$ cat config.mk
export PLATFORM = sky130hd
export DESIGN_NAME = osc_retune_seq
export DESIGN_NICKNAME = d
export VERILOG_FILES = /design/src/rtl/osc_retune_pkg.sv /design/src/rtl/osc_loop_code_sel.sv /design/src/rtl/osc_reg_pack.sv /design/src/rtl/osc_settle_timer.sv /design/src/rtl/osc_retune_seq.sv
export SDC_FILE = /design/constraint.sdc
export NUM_CORES = 1
export LEC_CHECK = 0
export ABC_AREA = 1
export BUFFER_PORTS_ARGS = -buffer_cell sky130_fd_sc_hd__clkbuf_2
export CAP_MARGIN = 5
export CORE_ASPECT_RATIO = 1.25
export CORE_MARGIN = 1.5
export CORE_UTILIZATION = 55
export CTS_BUF_LIST = sky130_fd_sc_hd__clkbuf_8 sky130_fd_sc_hd__clkbuf_16
export CTS_CLUSTER_DIAMETER = 50
export CTS_CLUSTER_SIZE = 25
export DETAILED_ROUTE_END_ITERATION = 8
export PLACE_DENSITY_LB_ADDON = 0.25
export SYNTH_ARGS = -nofsm -noshare
export SYNTH_HDL_FRONTEND = slang
export SYNTH_HIERARCHICAL = 1
export SYNTH_SLANG_ARGS = --single-unit
$ cat constraint.sdc
create_clock -name clk -period 2.7 [get_ports clk]
set_input_delay 0.675 -clock clk [delete_from_list [all_inputs] [get_ports clk]]
set_output_delay 0.675 -clock clk [all_outputs]
set_load 0.02 [all_outputs]
$ cat src/rtl/osc_retune_pkg.sv
package osc_retune_pkg;

    localparam int MI_W   = 9;
    localparam int MF_W   = 29;
    localparam int M_W    = MI_W + MF_W;
    localparam int HS_W   = 10;
    localparam int LS_W   = 3;
    localparam int NSTEP  = 11;
    localparam int STEP_W = $clog2(NSTEP);
    localparam int NTH    = 4;

    localparam logic [STEP_W-1:0] STEP_CAL = STEP_W'(9);
    localparam logic [STEP_W-1:0] STEP_ON  = STEP_W'(10);

    localparam logic [7:0] ADDR_CTRL = 8'd132;
    localparam logic [7:0] ADDR_LOOP = 8'd0;
    localparam logic [7:0] CTRL_OFF  = 8'h00;
    localparam logic [7:0] CTRL_CAL  = 8'h01;
    localparam logic [7:0] CTRL_ON   = 8'h04;

    localparam real FX_SCALE = 536870912.0;

    // ascending multiplier band edges, fixed point int.frac
    localparam logic [M_W-1:0] TH_BAND [NTH] = '{
        M_W'(longint'(65.259980246 * FX_SCALE)),
        M_W'(longint'(67.859763463 * FX_SCALE)),
        M_W'(longint'(72.937624981 * FX_SCALE)),
        M_W'(longint'(75.843265046 * FX_SCALE))
    };

    typedef enum logic [1:0] {
        ST_IDLE   = 2'd0,
        ST_WRITE  = 2'd1,
        ST_SETTLE = 2'd2
    } seq_st_e;

    typedef struct packed {
        logic [MI_W-1:0] m_int;
        logic [MF_W-1:0] m_frac;
        logic [HS_W-1:0] hs_div;
        logic [LS_W-1:0] ls_div;
    } retune_cfg_t;

endpackage

$ cat src/rtl/osc_loop_code_sel.sv
module osc_loop_code_sel
    import osc_retune_pkg::*;
(
    input  logic [MI_W-1:0] m_int_i,
    input  logic [MF_W-1:0] m_frac_i,
    output logic [7:0]      loop_byte_o
);
    logic [M_W-1:0] m_fx;
    logic [NTH-1:0] above;
    logic [3:0]     code_hi;
    logic [3:0]     code_lo;

    assign m_fx = {m_int_i, m_frac_i};

    for (genvar g = 0; g < NTH; g++) begin : g_cmp
        assign above[g] = (m_fx >= TH_BAND[g]);
    end

    // bands are nested, so each code steps up at alternate edges
    always_comb begin
        code_hi = 4'd2 + {3'b000, above[1]} + {3'b000, above[3]};
        code_lo = 4'd2 + {3'b000, above[0]} + {3'b000, above[2]};
        loop_byte_o = {code_hi, code_lo};
    end
endmodule

$ cat src/rtl/osc_reg_pack.sv
module osc_reg_pack
    import osc_retune_pkg::*;
(
    input  logic [STEP_W-1:0] step_i,
    input  retune_cfg_t       cfg_i,
    input  logic [7:0]        loop_byte_i,
    output logic [7:0]        addr_o,
    output logic [7:0]        data_o
);
    always_comb begin
        addr_o = ADDR_CTRL;
        data_o = CTRL_OFF;
        case (step_i)
            STEP_W'(0): begin addr_o = ADDR_CTRL; data_o = CTRL_OFF; end
            STEP_W'(1): begin addr_o = ADDR_LOOP; data_o = loop_byte_i; end
            STEP_W'(2): begin addr_o = 8'd5; data_o = cfg_i.m_frac[7:0]; end
            STEP_W'(3): begin addr_o = 8'd6; data_o = cfg_i.m_frac[15:8]; end
            STEP_W'(4): begin addr_o = 8'd7; data_o = cfg_i.m_frac[23:16]; end
            STEP_W'(5): begin addr_o = 8'd8; data_o = {cfg_i.m_int[2:0], cfg_i.m_frac[28:24]}; end
            STEP_W'(6): begin addr_o = 8'd9; data_o = {2'b00, cfg_i.m_int[8:3]}; end
            STEP_W'(7): begin addr_o = 8'd10; data_o = cfg_i.hs_div[7:0]; end
            STEP_W'(8): begin addr_o = 8'd11; data_o = {1'b0, cfg_i.ls_div, 2'b00, cfg_i.hs_div[9:8]}; end
            STEP_CAL:   begin addr_o = ADDR_CTRL; data_o = CTRL_CAL; end
            STEP_ON:    begin addr_o = ADDR_CTRL; data_o = CTRL_ON; end
            default:    begin addr_o = ADDR_CTRL; data_o = CTRL_OFF; end
        endcase
    end
endmodule

$ cat src/rtl/osc_settle_timer.sv
module osc_settle_timer #(
    parameter int SETTLE_CYC = 10000
) (
    input  logic clk,
    input  logic rst_n,
    input  logic load_i,
    input  logic run_i,
    output logic expired_o
);
    localparam int CNT_W = $clog2(SETTLE_CYC + 1);

    logic [CNT_W-1:0] cnt_d, cnt_q;

    always_comb begin
        cnt_d = cnt_q;
        if (load_i)
            cnt_d = CNT_W'(SETTLE_CYC - 1);
        else if (run_i && cnt_q != '0)
            cnt_d = cnt_q - 1'b1;
    end

    always_ff @(posedge clk or negedge rst_n) begin
        if (!rst_n) cnt_q <= '0;
        else        cnt_q <= cnt_d;
    end

    assign expired_o = run_i && (cnt_q == '0);
endmodule

$ cat src/rtl/osc_retune_seq.sv
module osc_retune_seq
    import osc_retune_pkg::*;
#(
    parameter int CLK_HZ    = 1_000_000,
    parameter int SETTLE_US = 10_000
) (
    input  logic            clk,
    input  logic            rst_n,
    input  logic            start_i,
    input  logic [MI_W-1:0] m_int_i,
    input  logic [MF_W-1:0] m_frac_i,
    input  logic [HS_W-1:0] hs_div_i,
    input  logic [LS_W-1:0] ls_div_i,
    output logic            busy_o,
    output logic            done_o,
    output logic            wr_req_o,
    output logic [7:0]      wr_addr_o,
    output logic [7:0]      wr_data_o,
    input  logic            wr_ack_i
);
    localparam longint SETTLE_L   = (longint'(CLK_HZ) * longint'(SETTLE_US)) / 64'd1_000_000;
    localparam int     SETTLE_CYC = (SETTLE_L < 1) ? 1 : int'(SETTLE_L);

    typedef struct packed {
        seq_st_e           st;
        logic [STEP_W-1:0] step;
        retune_cfg_t       cfg;
        logic              done;
    } seq_reg_t;

    seq_reg_t   r_d, r_q;
    logic [7:0] loop_byte;
    logic       tmr_load;
    logic       tmr_expired;
    logic       accept;

    osc_loop_code_sel u_lp (
        .m_int_i     (r_q.cfg.m_int),
        .m_frac_i    (r_q.cfg.m_frac),
        .loop_byte_o (loop_byte)
    );

    osc_reg_pack u_pack (
        .step_i      (r_q.step),
        .cfg_i       (r_q.cfg),
        .loop_byte_i (loop_byte),
        .addr_o      (wr_addr_o),
        .data_o      (wr_data_o)
    );

    osc_settle_timer #(.SETTLE_CYC(SETTLE_CYC)) u_tmr (
        .clk       (clk),
        .rst_n     (rst_n),
        .load_i    (tmr_load),
        .run_i     (r_q.st == ST_SETTLE),
        .expired_o (tmr_expired)
    );

    assign accept   = (r_q.st == ST_WRITE) && wr_ack_i;
    assign tmr_load = accept && (r_q.step == STEP_CAL);

    always_comb begin
        r_d      = r_q;
        r_d.done = 1'b0;
        case (r_q.st)
            ST_IDLE: begin
                if (start_i) begin
                    r_d.cfg  = '{m_int: m_int_i, m_frac: m_frac_i,
                                 hs_div: hs_div_i, ls_div: ls_div_i};
                    r_d.step = '0;
                    r_d.st   = ST_WRITE;
                end
            end
            ST_WRITE: begin
                if (wr_ack_i) begin
                    if (r_q.step == STEP_ON) begin
                        r_d.st   = ST_IDLE;
                        r_d.done = 1'b1;
                        r_d.step = '0;
                    end else begin
                        r_d.step = r_q.step + 1'b1;
                        if (r_q.step == STEP_CAL)
                            r_d.st = ST_SETTLE;
                    end
                end
            end
            ST_SETTLE: begin
                if (tmr_expired)
                    r_d.st = ST_WRITE;
            end
            default: r_d.st = ST_IDLE;
        endcase
    end

    always_ff @(posedge clk or negedge rst_n) begin
        if (!rst_n) begin
            r_q.st   <= ST_IDLE;
            r_q.step <= '0;
            r_q.cfg  <= '0;
            r_q.done <= 1'b0;
        end else begin
            r_q <= r_d;
        end
    end

    assign busy_o   = (r_q.st != ST_IDLE);
    assign done_o   = r_q.done;
    assign wr_req_o = (r_q.st == ST_WRITE);
endmodule

# ---- Yosys cells after proc, flatten, opt, wreduce, memory -nomap -nowiden
# Index checks and enable logic that the tools add are counted.
dict set report classes {
  add_sub_neg 6
  magnitude_cmp 4
  n_eq_ne 16
  mux 14
  n_reduce_logical 13
}
# op n
set ops {}
lappend ops {{$ge A38 B36 Y1 const B} 4}
lappend ops {{$pmux W8 S10} 1}
lappend ops {{$pmux W8 S8} 1}
lappend ops {{$mux W57} 1}
lappend ops {{$mux W14} 2}
lappend ops {{$eq A4 B3 Y1 const B} 4}
lappend ops {{$logic_not A14 Y1} 1}
lappend ops {{$reduce_bool A14 Y1} 1}
lappend ops {{$sub A14 B1 Y14 const B} 1}
lappend ops {{$eq A4 B4 Y1 const B} 3}
lappend ops {{$mux W6} 2}
lappend ops {{$add A4 B1 Y4} 2}
lappend ops {{$eq A4 B2 Y1 const B} 2}
lappend ops {{$pmux W4 S2} 1}
lappend ops {{$add A2 B1 Y3 const A} 2}
lappend ops {{$pmux W2 S3} 1}
lappend ops {{$reduce_bool A2 Y1} 3}
lappend ops {{$add A4 B1 Y4 const B} 1}
lappend ops {{$eq A4 B1 Y1 const B} 1}
lappend ops {{$logic_and A1 B1 Y1} 4}
lappend ops {{$mux W2} 2}
lappend ops {{$ne A2 B2 Y1 const B} 2}
lappend ops {{$reduce_and A4 Y1} 1}
lappend ops {{$mux W1} 3}
lappend ops {{other kinds (7)} 7}
dict set report word_totals {
  regBits 72
  inputBits 55
  out_inout_bits 19
  elab_cells 61
}

# ---- Longest topological paths before layout
# Gate-level depths: netlist (run 1).
dict set report depth {
  word_depth 5
  ltp_mapped 15
  depth_no_buf 15
}

# ---- Cells and area by module
# Netlist (run 1), hierarchy kept.
# mod instances cells_per_inst area_per_inst_um2 seq_area_each_um2
set modules_own_cells {}
lappend modules_own_cells {osc_retune_seq 1 272 2816.5 1451.4}
lappend modules_own_cells {osc_loop_code_sel 1 241 1023.5 0.0}
lappend modules_own_cells {osc_settle_timer 1 137 969.7 350.3}
lappend modules_own_cells {osc_reg_pack 1 154 693.2 0.0}

# ---- Least setup slack after synthesis (run 1)
# Ideal clock, no wire load.
dict set report synth_timing {
  path_kind {reg-to-output}
  startpoint {register r_q[48] (netlist bit)}
  endpoint {output wr_data_o[0]}
  arrival_ps 1582
  required_time_ps 2025
  setup_slack_ps 443
  path_stages_with_launch 13
  path_buffers 0
  cell_sequence {dfrtp_1 > inv_2 > nand2_1 > nor2_4 > nand2_1 > nor2_1 > nand3_1 > nand3_1 > ha_1 > nand2_1 > nand2_1 > inv_1 > nand3_1}
}
dict set report synth_via {
  elab_chain_cells 4
  word_cells_on_any_way 5
  classes_between {add/sub (2); order compare (2); mux (1)}
}
# element line
set synth_rtl {}
lappend synth_rtl {{start: declaration} osc_retune_seq.sv:31} ;# seq_reg_t r_d, r_q;
lappend synth_rtl {{start signal: assignment} osc_retune_seq.sv:102} ;# r_q <= r_d;
lappend synth_rtl {{$ge A38 B36 Y1} osc_loop_code_sel.sv:16} ;# assign above[g] = (m_fx >= TH_BAND[g]);
lappend synth_rtl {{$add A2 B1 Y3} osc_loop_code_sel.sv:22} ;# code_lo = 4'd2 + {3'b000, above[0]} + {3'b000, above[2]};
lappend synth_rtl {{$add A4 B1 Y4 (*)} osc_loop_code_sel.sv:22}
lappend synth_rtl {{named net loop_byte[0]} osc_retune_seq.sv:32} ;# logic [7:0] loop_byte;
lappend synth_rtl {{$pmux W8 S10 (*)} osc_reg_pack.sv:13} ;# case (step_i)
lappend synth_rtl {{end: declaration} osc_retune_seq.sv:18} ;# output logic [7:0] wr_data_o,
# The timed path passes the listed nets; every way through them passes the cells marked *.

# ---- Final worst setup path (run 1)
dict set report layout_timing {
  startpoint {register r_q[51] (netlist bit)}
  endpoint {output wr_data_o[0]}
}
# Same word-level chain as after synthesis.

==> results of run 1 <==
## sequential cells by signal, indices dropped and copies added, names as in the netlist
| name | flops |
|---|---|
| r_q | 57 |
| u_tmr/cnt_q | 14 |
| done_o | 1 |
## Yosys cell counts (all sizes together)
| cell | instances | area, um2 |
|---|---|---|
| a21oi | 10 | 50.1 |
| a31oi | 1 | 6.26 |
| buf | 15 | 163 |
| clkbuf | 1 | 3.75 |
| clkinv | 2 | 20.0 |
| conb | 2 | 7.51 |
| dfrtp | 72 | 1800 |
| ha | 5 | 62.6 |
| inv | 80 | 313 |
| nand2 | 407 | 2010 |
| nand3 | 47 | 235 |
| nand3b | 3 | 22.5 |
| nand4 | 9 | 56.3 |
| nor2 | 124 | 584 |
| nor3 | 1 | 5.00 |
| nor3b | 2 | 15.0 |
| o211a | 1 | 10.0 |
| o21ai | 13 | 68.8 |
| o21bai | 2 | 15.0 |
| o22ai | 1 | 6.26 |
| or2 | 3 | 18.8 |
| xor2 | 3 | 26.3 |
## timing repair
action | in CTS | in global routing
hold endpoints to repair | 0 | 0
setup endpoints to repair | 6 | 7
gates resized for setup | 45 | 83
pin swaps | 11 | 33
hold buffers | 0 | 0
buffers inserted | 6 | 11
## routing by layer
layer / wire, um / vias to the layer above
met4: 315 / 0
met3: 732 / 30
li1: - / 2616
met1: 6230 / 2466
met5: 0 / -
met2: 7680 / 166
## per-stage QoR
step	cell area, um2	instances	util	power, mW
after global placement	5890	990	0.610	3.98
after CTS	6380	1012	0.660	5.49
after global routing	6710	1023	0.695	6.32
after detailed placement	5890	990	0.610	4.04
after floorplan	5510	807	-	3.44
final	6710	1023	0.695	5.93
## cell type report
cell class | instances | area share
inverters | 82 | 0.0496
flip-flops and latches | 72 | 0.272
clock inverters | 6 | 0.00895
repair buffers | 90 | 0.0858
multi-input cells | 637 | 0.524
well taps | 126 | 0.0235
clock buffers | 10 | 0.0356
## power breakdown
part / internal (mW) / switching (mW)
logic: 1.07 / 1.76
clock network: 0.735 / 0.473
registers: 1.42 / 0.474
total: 3.22 / 2.70
## kinds of logic (layout without fill, tap and decap cells)
| kind of cell | count (synthesis) | count (layout) | share of synthesized area |
|---|---|---|---|
| AND/OR/NAND/NOR | 596 | 596 | 0.536 |
| AO/OA/AOI/OAI | 28 | 28 | 0.0284 |
| buffers and inverters | 98 | 188 | 0.0907 |
| flip-flops | 72 | 72 | 0.327 |
| XOR/XNOR | 3 | 3 | 0.00478 |
| adder cells (fa/ha/maj) | 5 | 5 | 0.0114 |
| other | 2 | 5 | 0.00136 |
## worst paths after layout
check                      slack, ns                           to  cells after the start
max                            -0.20                 wr_data_o[0]                     13
min                             0.36          r_q[15]$_DFFE_PN0P_                      1
max reg2reg                     0.71  u_tmr/cnt_q[13]$_DFFE_PN0P_                      9
min reg2reg                     0.48          r_q[12]$_DFFE_PN0P_                      2
max in group asynchronous       1.64          r_q[43]$_DFFE_PN0P_                      2
min in group clk                0.48          r_q[12]$_DFFE_PN0P_                      2
==> flow_summary_export.csv, run 1 <==
group,metric,value,unit
cts,htreeDepth,3,
cts,cts_max_path_buffers,2,
detailed_routing,vias_per_cell,5.16,
final_layout,nFillCells,844,
timing,period_needed,2.90,ns
final_layout,seq_area,1830,um2
global_route,use_met1,0.355,
detailed_routing,drt_wl_total,15.0,mm
worst_setup_path,cp_top_family,"simple AND/OR/NAND/NOR gates",
timing,hold_ws,0.356,ns
worst_setup_path,crit_top_cell,"nand2_2",
yosys,synthCells,804,
global_route,busiest_layer,"met2",
final_layout,final_cell_mix,"nand2_1, nor2_1, clkbuf_2",
global_route,grt_max_degree,54,
cts,clk_pin_slew,0.06,ns
die,die_w,92.5,um
cts,cts_tree,"built",
cts,cts.sinks,72,
yosys,ys_ff_latch,72,
detailed_routing,wire_per_inst,14.6,um
yosys,ys_warn_count,6,
pwr,peakVddDrop,0.000792,V
detailed_routing,ant_nets,0,
global_route,grt_use_met2,0.507,
die,die_h,115,um
placed_design,dpl.hpwl,10.8,mm
global_route,grt_use_total,0.289,
timing,skew,0.00851,ns
timing,report.final.slew_viol_count,0,
worst_setup_path,critPathCaptureType,"primary output",
timing,setup_viol,6,
status,outcome,"complete, but fails checks",
placed_design,dpl_worst_slack,0.0774,ns
worst_setup_path,path_buf_inv,3,
worst_setup_path,crit_path_start,"r_q[51]$_DFFE_PN0P_",
die,row_count,40,
final_layout,nets,952,
die,initial_core_util,0.570,
timing,fin_ws,-0.202,ns
final_layout,multiInputGateArea,3520,um2
yosys,synthesis.area,5500,um2
status,violations,"negative setup slack",
die,pin_count,74,
detailed_routing,route.detailed.drc,0,
timing,fmaxAchievable,345,MHz
global_route,overflow,0,
yosys,syn_avg_cell_area,6.84,um2
die,dieArea,10600,um2
die,core_area,9660,um2
timing,slew_headroom,0.571,
timing,setup_tns,-1.04,ns
cts,cts-root-buf,"clkbuf_16",
worst_setup_path,slowest_stage,"dfrtp_1",
worst_setup_path,cpPeakStageDelay,0.42,ns
run,max-cap-violations,0,
pwr,leakagePower,3.64,nW
final_layout,n_antenna_cell,0,
yosys,synth_cell_types,36,
global_route,first_global_vias,5045,
worst_setup_path,setup.worst_path.class,"flop to primary output",
cts,cts_buffers,9,
global_route,met3_usage,0.0562,
timing,worst_pin_slew,0.643,ns
placed_design,gp_congestion,1.01,
final_layout,drive_gt1_frac,0.332,
worst_hold_path,min_path_type,"input port to asynchronous set/reset pin",
worst_setup_path,cp_cell_sequence,"inv_1 -> nand2_2 -> nor2_4 -> nand2_2 -> nor2_4 -> nand3_2 -> nand3_4 -> ha_4 -> nand2_2 -> nand2_2 -> inv_2 -> nand3_4 -> buf_8",
detailed_routing,first_iter_violations,455,
global_route,grt_pass1_wl,23.9,mm
timing,finalCritPeriodShare,1.07,
detailed_routing,firstDrtPassIters,5,
worst_setup_path,critPathArrivalTime,2.23,ns
detailed_routing,num_vias,5278,
yosys,ys_seq_area_frac,0.327,
timing,rsz0062_at_grt,"yes",
global_route,antenna_found_initial,0,
timing,hold_violations,0,
final_layout,final_common_cell,"nand2_1",
placed_design,portBuffers,70,
final_layout,syn2layout_area_growth,21.9,%
worst_setup_path,start_kind,"flop",
pwr,power.density,884,nW/um2
worst_setup_path,path_max_fanout,6,
cts,insertion_delay,0.34,ns
worst_setup_path,reg2reg_from,"r_q[52]$_DFFE_PN0P_",
worst_setup_path,crit_required,2.03,ns
Note: power is estimated with default switching activity, not from simulation.
==> inputs of run 2 (changes only) <==
Settings changed: BUFFER_PORTS_ARGS -buffer_cell sky130_fd_sc_hd__clkbuf_2 to -buffer_cell sky130_fd_sc_hd__buf_2.
==> flow_summary_export.csv, run 2 (same netlist as run 1, synthesis figures left out) <==
group,metric,value,unit
worst_setup_path,cp_cell_sequence,"inv_2 -> nand2_2 -> nor2_4 -> nand2_2 -> nor2_4 -> nand3_2 -> nand3_4 -> ha_4 -> inv_2 -> nand2_2 -> nand2_1 -> nor2_1 -> nand2_1 -> buf_6",
global_route,grt_pass1_wl,23.8,mm
pwr,leakagePower,3.55,nW
worst_setup_path,setup.worst_path.class,"flop to primary output",
pwr,p_sw,2.52,mW
worst_setup_path,crit_path_start,"r_q[51]$_DFFE_PN0P_",
final_layout,n_antenna_cell,0,
timing,hold_violations,0,
final_layout,nets,943,
final_layout,seq_area,1820,um2
final_layout,final_common_cell,"nand2_1",
cts,cts_tree,"built",
worst_setup_path,slowest_stage,"dfrtp_1",
worst_setup_path,cp_top_family,"simple AND/OR/NAND/NOR gates",
worst_setup_path,crit_top_cell,"nand2_2",
die,row_count,40,
die,pin_count,74,
worst_setup_path,critPathCaptureType,"primary output",
detailed_routing,num_vias,5225,
detailed_routing,route.detailed.drc,0,
final_layout,stdcell_count,1012,
pwr,combPwrFrac,0.453,
status,outcome,"complete, but fails checks",
worst_setup_path,path_max_fanout,7,
cts,cts-root-buf,"clkbuf_16",
final_layout,final_cell_mix,"nand2_1, nor2_1, buf_2",
run,max-cap-violations,0,
cts,htreeDepth,3,
placed_design,portBuffers,70,
placed_design,place_inst,990,
detailed_routing,drt_wl_total,14.7,mm
cts,insertion_delay,0.34,ns
status,violations,"negative setup slack",
placed_design,dpl.hpwl,11.1,mm
die,die_h,115,um
final_layout,multiInputGateArea,3380,um2
worst_setup_path,crit_required,2.03,ns
die,dieArea,10600,um2
pwr,power.density,868,nW/um2
timing,period_needed,2.89,ns
timing,skew,0.00387,ns
cts,cts.sinks,72,
timing,fmaxAchievable,346,MHz
timing,worst_pin_slew,0.581,ns
die,core_area,9660,um2
global_route,grt_use_total,0.290,
detailed_routing,vias_per_cell,5.16,
timing,slew_headroom,0.612,
timing,rsz0062_at_grt,"yes",
global_route,first_global_vias,4949,
timing,report.final.slew_viol_count,0,
final_layout,nFillCells,886,
placed_design,gp_congestion,0.952,
die,die_w,92.5,um
final_layout,syn2layout_area_growth,17.6,%
pwr,p_int,3.09,mW
global_route,overflow,0,
timing,setup_viol,6,
detailed_routing,wire_per_inst,14.5,um
detailed_routing,ant_nets,0,
detailed_routing,first_iter_violations,291,
worst_setup_path,start_kind,"flop",
pwr,clkPwrFrac,0.211,
worst_setup_path,critPathArrivalTime,2.22,ns
pwr,seqPwrFrac,0.336,
timing,finalCritPeriodShare,1.07,
detailed_routing,firstDrtPassIters,6,
pwr,power.total,5.62,mW
final_layout,largest_register_ffs,57,
pwr,p_sw_frac,0.450,
worst_hold_path,min_path_type,"input port to asynchronous set/reset pin",
cts,cts_buffers,9,
pwr,peakVddDrop,0.000849,V
final_layout,largest_register,"r_q",
global_route,grt_max_degree,54,
timing,setup_tns,-0.773,ns
timing,hold_ws,0.338,ns
timing,fin_ws,-0.190,ns
cts,clk_pin_slew,0.05,ns
final_layout,drive_gt1_frac,0.287,
cts,cts_max_path_buffers,2,
global_route,antenna_found_initial,0,
worst_setup_path,cpPeakStageDelay,0.43,ns
worst_setup_path,path_buf_inv,3,
worst_setup_path,reg2reg_from,"r_q[55]$_DFFE_PN0P_",
die,initial_core_util,0.570,
-- run 2: cell types whose count changed in the layout (fill, tap and decap cells not counted), sizes merged --
cell	delta
clkbuf	-66
clkinv	-2
inv	-1
buf	+58
-- run 2: cell type report --
cell class                 instances  share of cell area
inverter                          82              0.0514
timing repair buffer              81              0.0752
multi-input combinational        637               0.522
clock buffer                      11              0.0391
tap                              126              0.0244
sequential                        72               0.281
clock inverter                     3             0.00657
-- run 2: per-layer routing --
layer  track usage  vias to the layer above  routed length, um
met5             0                        -                  0
met4         0.106                        0                382
met3        0.0542                       26                740
met2         0.500                      165               7440
met1         0.360                     2442               6110
li1              -                     2592                  -
-- run 2: metrics by stage --
step                      worst slack [ns]   util  cell area (um2)
after floorplan                      0.443      -             5510
after global placement              0.0584  0.610             5890
after detailed placement            0.0689  0.610             5890
after CTS                           -0.197  0.658             6360
after global routing                -0.321  0.670             6470
final                               -0.190  0.670             6470
-- run 2: final timing paths --
path                                         endpoint  slack, ns  cells after the start
max reg2reg                u_tmr/cnt_q[5]$_DFFE_PN0P_       0.75                      9
max                                      wr_data_o[5]      -0.19                     14
max in group asynchronous         r_q[44]$_DFFE_PN0P_       1.67                      2
min reg2reg                       r_q[13]$_DFFE_PN0P_       0.49                      2
min in group clk                  r_q[13]$_DFFE_PN0P_       0.49                      2
min                               r_q[15]$_DFFE_PN0P_       0.34                      1
-- run 2: timing repair --
action	in CTS	in global routing
cloned	0	0
setup endpoints to repair	6	6
gates resized for setup	39	41
hold buffers	0	0
pin swaps	16	20
buffers inserted	7	1
-- run 2: power by group through the flow --
stage	sequential (mW)	clock [mW]	combinational, mW
after CTS	1.86	1.21	2.42
final	1.89	1.18	2.55
after detailed placement	1.87	0	2.18
after global routing	1.93	1.25	2.82
after global placement	1.85	0	2.14
after floorplan	1.71	0	1.74
==> inputs of run 3 (changes only) <==
Settings changed: CORE_MARGIN 1.5 to unset, TNS_END_PERCENT set to 10.
==> flow_summary_export.csv, run 3 (same netlist as run 1, synthesis figures left out) <==
group,metric,value,unit
status,outcome,"complete, but fails checks",
status,violations,"negative setup slack",
final_layout,nFillCells,848,
worst_setup_path,crit_required,2.03,ns
die,die_h,114,um
detailed_routing,vias_per_cell,5.10,
final_layout,syn2layout_area_growth,18.0,%
worst_setup_path,path_max_fanout,4,
worst_hold_path,min_path_type,"input port to asynchronous set/reset pin",
detailed_routing,ant_nets,0,
timing,worst_pin_slew,0.575,ns
pwr,power.density,871,nW/um2
die,core_area,9660,um2
cts,cts_buffers,9,
worst_setup_path,cp_cell_sequence,"nor2_4 -> o21ai_2 -> inv_2 -> buf_4 -> o21ai_1 -> a21oi_2 -> nand3_2 -> ha_1 -> nand2_1 -> nand2_1 -> inv_1 -> nand3_2 -> buf_6",
worst_setup_path,critPathCaptureType,"primary output",
worst_setup_path,path_buf_inv,4,
cts,ctsHoldBuffers,0,
timing,hold_violations,0,
die,row_count,40,
pwr,leakagePower,3.58,nW
die,pin_count,74,
timing,fmaxAchievable,349,MHz
global_route,grt_use_total,0.294,
final_layout,final_common_cell,"nand2_1",
pwr,peakVddDrop,0.000841,V
global_route,grt_pass1_wl,23.8,mm
final_layout,largest_register,"r_q",
placed_design,dpl_worst_slack,0.0907,ns
worst_setup_path,critPathArrivalTime,2.19,ns
worst_setup_path,start_kind,"flop",
worst_setup_path,reg2regPathDepth,9,
timing,slew_headroom,0.615,
timing,report.final.slew_viol_count,0,
timing,setup_tns,-0.662,ns
detailed_routing,route.detailed.drc,0,
worst_setup_path,setup.worst_path.class,"flop to primary output",
cts,cts_tree,"built",
timing,period_needed,2.87,ns
die,die_w,91.5,um
global_route,first_global_vias,4959,
placed_design,dpl.hpwl,10.8,mm
timing,setup_viol,6,
timing,rsz0062_at_grt,"yes",
worst_setup_path,cpPeakStageDelay,0.42,ns
detailed_routing,wire_per_inst,14.1,um
detailed_routing,first_iter_violations,256,
placed_design,gp_congestion,0.922,
cts,cts_max_path_buffers,2,
die,initial_core_util,0.570,
timing,skew,0.00378,ns
global_route,overflow,0,
final_layout,final_cell_mix,"nand2_1, nor2_1, inv_1, buf_2, dfrtp_1",
detailed_routing,num_vias,5181,
worst_setup_path,cp_top_family,"simple AND/OR/NAND/NOR gates",
worst_setup_path,reg2reg_to,"u_tmr/cnt_q[5]$_DFFE_PN0P_",
cts,cts-root-buf,"clkbuf_16",
worst_setup_path,reg2reg_from,"r_q[52]$_DFFE_PN0P_",
placed_design,place_inst,989,
final_layout,stdcell_count,1016,
timing,fin_ws,-0.167,ns
final_layout,n_antenna_cell,0,
final_layout,largest_register_ffs,57,
final_layout,nets,946,
final_layout,multiInputGateArea,3390,um2
die,dieArea,10400,um2
detailed_routing,drt_wl_total,14.4,mm
timing,finalCritPeriodShare,1.06,
cts,htreeDepth,3,
cts,cts.sinks,72,
global_route,grt_max_degree,73,
final_layout,seq_area,1820,um2
placed_design,portBuffers,70,
final_layout,drive_gt1_frac,0.285,
global_route,antenna_found_initial,0,
cts,insertion_delay,0.33,ns
cts,clk_pin_slew,0.06,ns
worst_setup_path,worst-path-stages,13,
run,max-cap-violations,0,
worst_setup_path,slowest_stage,"dfrtp_1",
detailed_routing,firstDrtPassIters,5,
worst_setup_path,reg2reg_slack,0.73,ns
## run 3: per-layer routing
layer / share of wire / global-route usage / wire [um] / vias up
met1: 0.42 / 0.366 / 6010 / 2385
met5: 0 / 0 / 0 / -
met4: 0.030 / 0.113 / 425 / 0
li1: - / - / - / 2610
met3: 0.058 / 0.0527 / 838 / 32
met2: 0.49 / 0.506 / 7100 / 154
## run 3: through the flow
stage	utilization	hold WS, ns	total power, mW	cell area (um2)
4_1_cts	0.660	0.383	5.52	6380
5_1_grt	0.672	0.408	6.07	6490
3_3_place_gp	0.609	0.466	3.99	5880
3_5_place_dp	0.609	0.472	4.04	5880
2_1_floorplan	-	0.379	3.44	5510
6_report	0.672	0.339	5.66	6490
## run 3: layout make-up
class | count | area share
Tap cell | 126 | 0.0243
Clock buffer | 9 | 0.0347
Inverter | 82 | 0.0513
Timing Repair Buffer | 84 | 0.0748
Sequential cell | 72 | 0.280
Clock inverter | 6 | 0.0133
Multi-Input combinational cell | 637 | 0.522
## run 3: power breakdown
group | switching, mW | internal, mW
registers | 0.458 | 1.41
logic | 1.62 | 0.905
clock network | 0.452 | 0.801
## run 3: worst max-delay path by stage
stage	from	end
6_report	r_q[50]$_DFFE_PN0P_	wr_data_o[0]
5_1_grt	r_q[50]$_DFFE_PN0P_	wr_data_o[4]
4_1_cts	r_q[51]$_DFFE_PN0P_	wr_data_o[0]
3_5_place_dp	r_q[45]$_DFFE_PN0P_	wr_data_o[4]
3_3_place_gp	r_q[45]$_DFFE_PN0P_	wr_data_o[4]
2_1_floorplan	r_q[48]$_DFFE_PN0P_	wr_data_o[0]
## run 3: repair_timing
action,CTS,global route
buffers inserted,10,2
resized for setup,35,36
hold endpoints to repair,0,0
pin swaps,12,14
setup endpoints to repair,6,7
